`config.mk`:
```
export PLATFORM = sky130hd
export DESIGN_NAME = pixel_bus_fmt
export DESIGN_NICKNAME = d
export VERILOG_FILES = /design/src/rtl/pxf_pkg.sv /design/src/rtl/pxf_wr_fmt.sv /design/src/rtl/pxf_lvl_bank.sv /design/src/rtl/pxf_decode.sv /design/src/rtl/pixel_bus_fmt.sv
export SDC_FILE = /design/constraint.sdc
export NUM_CORES = 1
export LEC_CHECK = 0
export BUFFER_PORTS_ARGS = -buffer_cell sky130_fd_sc_hd__buf_4
export CAP_MARGIN = 20
export CORE_ASPECT_RATIO = 0.9
export CORE_MARGIN = 2
export CORE_UTILIZATION = 30
export DETAILED_ROUTE_END_ITERATION = 16
export PLACE_DENSITY = 0.59
export SLEW_MARGIN = 20
export SYNTH_ARGS = -nofsm -noshare
export SYNTH_HDL_FRONTEND = slang
export SYNTH_SLANG_ARGS = --single-unit
```
`constraint.sdc`:
```
create_clock -name clk -period 1.58 [get_ports clk]
set_input_delay 0.316 -clock clk [delete_from_list [all_inputs] [get_ports clk]]
set_output_delay 0.316 -clock clk [all_outputs]
set_load 0.02 [all_outputs]
```
`src/rtl/pxf_pkg.sv`:
```
`timescale 1ns/1ps
package pxf_pkg;
    typedef enum logic {BUS_NARROW = 1'b0, BUS_WIDE = 1'b1} bus_w_e;
    typedef enum logic {PIX_MONO = 1'b0, PIX_GRAY = 1'b1} pix_mode_e;

    localparam int unsigned GRAY_LEVELS = 4;

    // Evenly spaced reset level for gray code idx.
    function automatic int unsigned default_level(int unsigned idx, int unsigned w);
        return (((1 << w) - 1) * idx) / (GRAY_LEVELS - 1);
    endfunction
endpackage

```
`src/rtl/pxf_wr_fmt.sv`:
```
`timescale 1ns/1ps
module pxf_wr_fmt
    import pxf_pkg::*;
#(
    parameter int unsigned COL_W      = 6,
    parameter int unsigned DATA_W     = 16,
    parameter int unsigned GRAY_EDGE  = 16,
    parameter int unsigned MONO_EDGE0 = 8,
    parameter int unsigned MONO_EDGE1 = 40
) (
    input  logic              clk,
    input  logic              rst_n,
    input  logic              wr_valid,
    input  bus_w_e            bus_w,
    input  pix_mode_e         mode,
    input  logic              layer,
    input  logic [COL_W-1:0]  col,
    input  logic [DATA_W-1:0] data,
    output logic [COL_W-1:0]  ram_col,
    output logic [DATA_W-1:0] ram_wdata,
    output logic [DATA_W/4-1:0] ram_we
);
    localparam int unsigned NIB      = DATA_W / 4;
    localparam int unsigned HALF_NIB = NIB / 2;

    typedef struct packed {
        logic [COL_W-1:0]  col;
        logic [DATA_W-1:0] wdata;
        logic [NIB-1:0]    we;
    } wr_state_t;

    wr_state_t st_d, st_q;
    logic [NIB-1:0] keep;
    logic           gray_cut, mono_cut;

    always_comb begin
        gray_cut = (mode == PIX_GRAY) && (col == COL_W'(GRAY_EDGE));
        mono_cut = (mode == PIX_MONO) &&
                   (col == (layer ? COL_W'(MONO_EDGE1) : COL_W'(MONO_EDGE0)));
        keep = '0;
        if (wr_valid) begin
            if (bus_w == BUS_NARROW) begin
                for (int i = 0; i < 2; i++) keep[i] = 1'b1;
            end else if (gray_cut) begin
                for (int i = 0; i < NIB; i++) keep[i] = (i >= HALF_NIB);
            end else if (mono_cut) begin
                keep[NIB-1] = 1'b1;
            end else begin
                keep = '1;
            end
        end
        st_d.we  = keep;
        st_d.col = wr_valid ? col : '0;
        for (int i = 0; i < NIB; i++)
            st_d.wdata[4*i +: 4] = keep[i] ? data[4*i +: 4] : 4'h0;
    end

    always_ff @(posedge clk) begin
        if (!rst_n) st_q <= '0;
        else        st_q <= st_d;
    end

    assign ram_col   = st_q.col;
    assign ram_wdata = st_q.wdata;
    assign ram_we    = st_q.we;

    assert_idle_no_write_R6: assert property (@(posedge clk) disable iff (!rst_n)
        !wr_valid |=> (ram_we == '0 && ram_wdata == '0));
    assert_narrow_low_only_R2: assert property (@(posedge clk) disable iff (!rst_n)
        (wr_valid && bus_w == BUS_NARROW) |=> (ram_we[NIB-1:2] == '0 && ram_we[1:0] == 2'b11));
    assert_gray_edge_cut_R4: assert property (@(posedge clk) disable iff (!rst_n)
        (wr_valid && bus_w == BUS_WIDE && gray_cut) |=> (ram_wdata[4*HALF_NIB-1:0] == '0));
    assert_mono_edge_cut_R5: assert property (@(posedge clk) disable iff (!rst_n)
        (wr_valid && bus_w == BUS_WIDE && mono_cut) |=> (ram_we[NIB-2:0] == '0 && ram_wdata[DATA_W-5:0] == '0));
endmodule

```
`src/rtl/pxf_lvl_bank.sv`:
```
`timescale 1ns/1ps
module pxf_lvl_bank
    import pxf_pkg::*;
#(
    parameter int unsigned LVL_W = 4
) (
    input  logic                                  clk,
    input  logic                                  rst_n,
    input  logic                                  lvl_we,
    input  logic [$clog2(GRAY_LEVELS)-1:0]        lvl_sel,
    input  logic [LVL_W-1:0]                      lvl_val,
    output logic [GRAY_LEVELS-1:0][LVL_W-1:0]     lvl
);
    typedef struct packed {
        logic [GRAY_LEVELS-1:0][LVL_W-1:0] lvl;
    } lvl_state_t;

    lvl_state_t st_d, st_q;

    always_comb begin
        st_d = st_q;
        if (lvl_we) st_d.lvl[lvl_sel] = lvl_val;
    end

    always_ff @(posedge clk) begin
        if (!rst_n) begin
            for (int i = 0; i < GRAY_LEVELS; i++)
                st_q.lvl[i] <= LVL_W'(default_level(i, LVL_W));
        end else begin
            st_q <= st_d;
        end
    end

    assign lvl = st_q.lvl;

    assert_lvl_hold_R8: assert property (@(posedge clk) disable iff (!rst_n)
        !lvl_we |=> $stable(lvl));
    assert_lvl_load_R8: assert property (@(posedge clk) disable iff (!rst_n)
        lvl_we |=> (lvl[$past(lvl_sel)] == $past(lvl_val)));
endmodule

```
`src/rtl/pxf_decode.sv`:
```
`timescale 1ns/1ps
module pxf_decode
    import pxf_pkg::*;
#(
    parameter int unsigned DATA_W = 16,
    parameter int unsigned LVL_W  = 4
) (
    input  logic                              clk,
    input  logic                              rst_n,
    input  pix_mode_e                         mode,
    input  logic                              neg,
    input  logic [DATA_W-1:0]                 rd_data,
    input  logic [GRAY_LEVELS-1:0][LVL_W-1:0] lvl,
    output logic [(DATA_W/2)*LVL_W-1:0]       gray_lvl,
    output logic [DATA_W-1:0]                 mono_on
);
    localparam int unsigned GRAY_PIX = DATA_W / 2;

    typedef struct packed {
        logic [GRAY_PIX*LVL_W-1:0] gray;
        logic [DATA_W-1:0]         mono;
    } dec_state_t;

    dec_state_t st_d, st_q;

    always_comb begin
        st_d = '0;
        if (mode == PIX_GRAY) begin
            for (int k = 0; k < GRAY_PIX; k++)
                st_d.gray[k*LVL_W +: LVL_W] = lvl[rd_data[2*k +: 2]];
        end else begin
            st_d.mono = neg ? ~rd_data : rd_data;
        end
    end

    always_ff @(posedge clk) begin
        if (!rst_n) st_q <= '0;
        else        st_q <= st_d;
    end

    assign gray_lvl = st_q.gray;
    assign mono_on  = st_q.mono;

    assert_mono_no_gray_R9: assert property (@(posedge clk) disable iff (!rst_n)
        (mode == PIX_MONO) |=> (gray_lvl == '0));
    assert_gray_no_mono_R7: assert property (@(posedge clk) disable iff (!rst_n)
        (mode == PIX_GRAY) |=> (mono_on == '0));
    assert_mono_polarity_R9: assert property (@(posedge clk) disable iff (!rst_n)
        (mode == PIX_MONO && !neg) |=> (mono_on == $past(rd_data)));
endmodule

```
`src/rtl/pixel_bus_fmt.sv`:
```
`timescale 1ns/1ps
module pixel_bus_fmt
    import pxf_pkg::*;
#(
    parameter int unsigned COL_W      = 6,
    parameter int unsigned DATA_W     = 16,
    parameter int unsigned LVL_W      = 4,
    parameter int unsigned GRAY_EDGE  = 16,
    parameter int unsigned MONO_EDGE0 = 8,
    parameter int unsigned MONO_EDGE1 = 40
) (
    input  logic                          clk,
    input  logic                          rst_n,
    input  logic                          gray_mode,
    input  logic                          neg_pol,
    input  logic                          bus16,
    input  logic                          layer_sel,
    input  logic                          wr_valid,
    input  logic [COL_W-1:0]              wr_col,
    input  logic [DATA_W-1:0]             wr_data,
    input  logic                          lvl_we,
    input  logic [1:0]                    lvl_sel,
    input  logic [LVL_W-1:0]              lvl_val,
    input  logic [DATA_W-1:0]             rd_data,
    output logic [COL_W-1:0]              ram_col,
    output logic [DATA_W-1:0]             ram_wdata,
    output logic [DATA_W/4-1:0]           ram_we,
    output logic [(DATA_W/2)*LVL_W-1:0]   gray_lvl,
    output logic [DATA_W-1:0]             mono_on
);
    pix_mode_e mode;
    bus_w_e    bus_w;
    logic [GRAY_LEVELS-1:0][LVL_W-1:0] lvl;

    assign mode  = gray_mode ? PIX_GRAY : PIX_MONO;
    assign bus_w = bus16 ? BUS_WIDE : BUS_NARROW;

    pxf_wr_fmt #(
        .COL_W(COL_W), .DATA_W(DATA_W), .GRAY_EDGE(GRAY_EDGE),
        .MONO_EDGE0(MONO_EDGE0), .MONO_EDGE1(MONO_EDGE1)
    ) u_wr (
        .clk(clk), .rst_n(rst_n), .wr_valid(wr_valid), .bus_w(bus_w),
        .mode(mode), .layer(layer_sel), .col(wr_col), .data(wr_data),
        .ram_col(ram_col), .ram_wdata(ram_wdata), .ram_we(ram_we)
    );

    pxf_lvl_bank #(.LVL_W(LVL_W)) u_lvl (
        .clk(clk), .rst_n(rst_n), .lvl_we(lvl_we), .lvl_sel(lvl_sel),
        .lvl_val(lvl_val), .lvl(lvl)
    );

    pxf_decode #(.DATA_W(DATA_W), .LVL_W(LVL_W)) u_dec (
        .clk(clk), .rst_n(rst_n), .mode(mode), .neg(neg_pol),
        .rd_data(rd_data), .lvl(lvl), .gray_lvl(gray_lvl), .mono_on(mono_on)
    );
endmodule

```
==> flow_metrics.tcl <==
set metrics [dict create \
    drc 0 \
    drt_iter0_drc 145 \
    cts_made_buffers 9 \
    crit_path_end_kind "flop" \
    routed_wl_um 9600 \
    fin_nets 454 \
    placed_area_um2 4610 \
    max-cap-violations 0 \
    path_cells "mux4_1, and3_1" \
    cts.sinks 89 \
    worst-r2r-cell-count 2 \
    clk_pin_slew_ns 0.07 \
    min_period_over_period_pct 81.2 \
    synth_edf_count 0 \
    die_h_um 108 \
    core_um2 11900 \
    ys_warn_count 0 \
    r2r_end "u_dec.gray_lvl[27]" \
    syn_nets 340 \
    r2r-start "u_lvl.lvl[11]" \
    grt_pass1_vias 2568 \
    synth.top_cells.by_area "dfxtp_1 (49%), mux4_2 (15%), and3_1 (6.6%), mux4_1 (5.8%), mux2i_1 (4.4%)" \
    cts_resized 0 \
    fin_area_um2 4920 \
    drtPass1Iterations 4 \
    postRouteAntennaNets 0 \
    nFillCells 1140 \
    die_w_um 120 \
    p_per_area_nw_per_um2 1080 \
    hp-class "in -> reg" \
    worst_slack_ns 0.296 \
    die_area_um2 13000 \
    rsz0062_at_grt "false" \
    synthCells 288 \
    viasPerCell 4.60 \
    hold_viol 0 \
    postSynth.asyncResetShare_pct 0 \
    dpl.cell_count 551 \
    synth_flop_cell "dfxtp_1" \
    timing_worst_slew_pin_value_ns 0.439 \
    critPathBufInv 0 \
    post_cts_buffers 0 \
    startpoint "u_lvl.lvl[11]" \
    cts_hold_buffers 0 \
    max_freq_mhz 779 \
    routed-via-count 2608 \
    final_cell_mix "buf_4 (128), dfxtp_1 (89), and3_1 (38)" \
    ys_seq_area_share_pct 49.2 \
    critPathLaunchType "flop" \
    overflow 0 \
    leakage_nw 2.27 \
    slew_headroom_pct 70.7 \
    synth_area_per_cell_um2 12.6 \
    n_antenna_cell 0 \
    clock_latency_ns 0.34 \
    cts_tree "yes" \
    critPathMaxFanout 9 \
    cts_root_buf "clkbuf_16" \
    synth_top_area_cell "dfxtp_1" \
    start_util_pct 30.4 \
    cp.required_ns 1.81 \
    num_rows 38 \
    port-buffer-count 125 \
    skew_ns 0.00824 \
    ir_worst_vdd_uv 514 \
    htreeDepth 3 \
    worst_ep_arrival_time_ns 1.51 \
    path_class "reg -> reg" \
    layout_commonest_cell "buf_4" \
    grt_usage_pct 15.0 \
    crit_family "multiplexers" \
    wl_per_cell_um 16.9 \
    dp_hpwl_um 6870 \
    areaGrowthSynthToFinish_pct 35.8 \
    synth_cell_types 27 \
    antenna_found_initial 0 \
    pin_count 126 \
    max_stage_delay_ns 0.55 \
    setup_viol 0 \
    slew_viol_final 0 \
    cp_num_cells 2 \
    ff_latch_area_um2 1780 \
    clk_path_buf_depth 2 \
    grt_first_pass_wirelength_um 14600 \
    crit_slowest_cell "mux4_1" \
    netlist_area_um2 3620 \
    status "completed" \
    fin_tns_setup_ns 0 \
    drive_above_1_share_pct 41.5 \
    fin_util_pct 41.2 \
    place_worst_setup_slack_ns 0.0901 \
    final_cells 567 \
    reg2reg_slack_ns 0.30 \
    cp-endpoint "u_dec.gray_lvl[27]" \
    multiInputGateArea_um2 1660 \
    ys_seq_elements 89 \
    period_needed_ns 1.28 \
    synth_top_area_share_pct 49.2 \
    place.gp.congestion 0.778 \
    grt_max_degree 49 \
]
-- worst register-to-register path, cell delays in order, from the launching register on --
cell	delay [ns]
dfxtp_1	0.42
mux4_1	0.55
and3_1	0.21
-- how the worst min path moves through the flow --
stage,from,to,slack [ns],cells after the start
3_5_place_dp,wr_data[15],u_wr.ram_wdata[15],0.52,2
4_1_cts,wr_data[14],u_wr.ram_wdata[14],0.16,2
3_3_place_gp,wr_data[13],u_wr.ram_wdata[13],0.52,2
6_report,wr_data[14],u_wr.ram_wdata[14],0.18,2
5_1_grt,wr_data[8],u_wr.ram_wdata[8],0.16,2
2_1_floorplan,wr_data[0],u_wr.ram_wdata[0],0.43,2
-- Yosys cell counts (2+ instances only) --
cell       n
nor2_1    17
buf_6      9
mux4_1     8
buf_4      3
nor2b_1    8
dfxtp_1   89
mux2i_1   16
nand3b_1   2
and3_1    38
buf_2      2
nand3_1    2
nand2_1   16
and2_1    10
mux4_2    24
xnor2_1   17
a21oi_1    8
clkbuf_1   9
-- stage by stage --
step / power [mW] / hold slack, ns
5_1_grt: 5.55 / 0.161
3_3_place_gp: 3.18 / 0.522
3_5_place_dp: 3.19 / 0.523
2_1_floorplan: 2.88 / 0.432
4_1_cts: 5.39 / 0.164
6_report: 5.33 / 0.175
-- power breakdown --
group / total, mW / internal (mW) / switching, mW
Combinational: 0.727 / 0.386 / 0.341
Sequential: 2.41 / 2.34 / 0.0664
Clock: 2.19 / 1.29 / 0.907
Total: 5.33 / 4.02 / 1.31
-- final cells by class --
cell class	count	area share (%)
Sequential cell	89	36.2
Multi-Input combinational cell	173	33.7
Timing Repair Buffer	128	19.5
Clock buffer	10	4.86
Tap cell	160	4.07
Clock inverter	6	1.50
Inverter	1	0.0763
-- sequential cells by signal, indices dropped and copies added (netlist names) --
signal and cells:
u_dec.gray_lvl 32, u_dec.mono_on 16, u_lvl.lvl 16, u_wr.ram_wdata 16
u_wr.ram_col 6, u_wr.ram_we 3
-- layer usage --
metal,part of all wire [%],GRT usage [%]
met5,0,0
met1,44,19.0
met2,46,23.7
met3,8.4,5.59
met4,1.4,5.55
-- cells by family after synthesis --
group | synth area share (%)
buffers and inverters | 4.97
AOI/OAI and AO/OA | 1.76
xor gates and xnor gates | 4.11
DFF | 49.2
and+or+nand+nor | 14.8
muxes | 25.1
(Power assumes the default switching activity.)
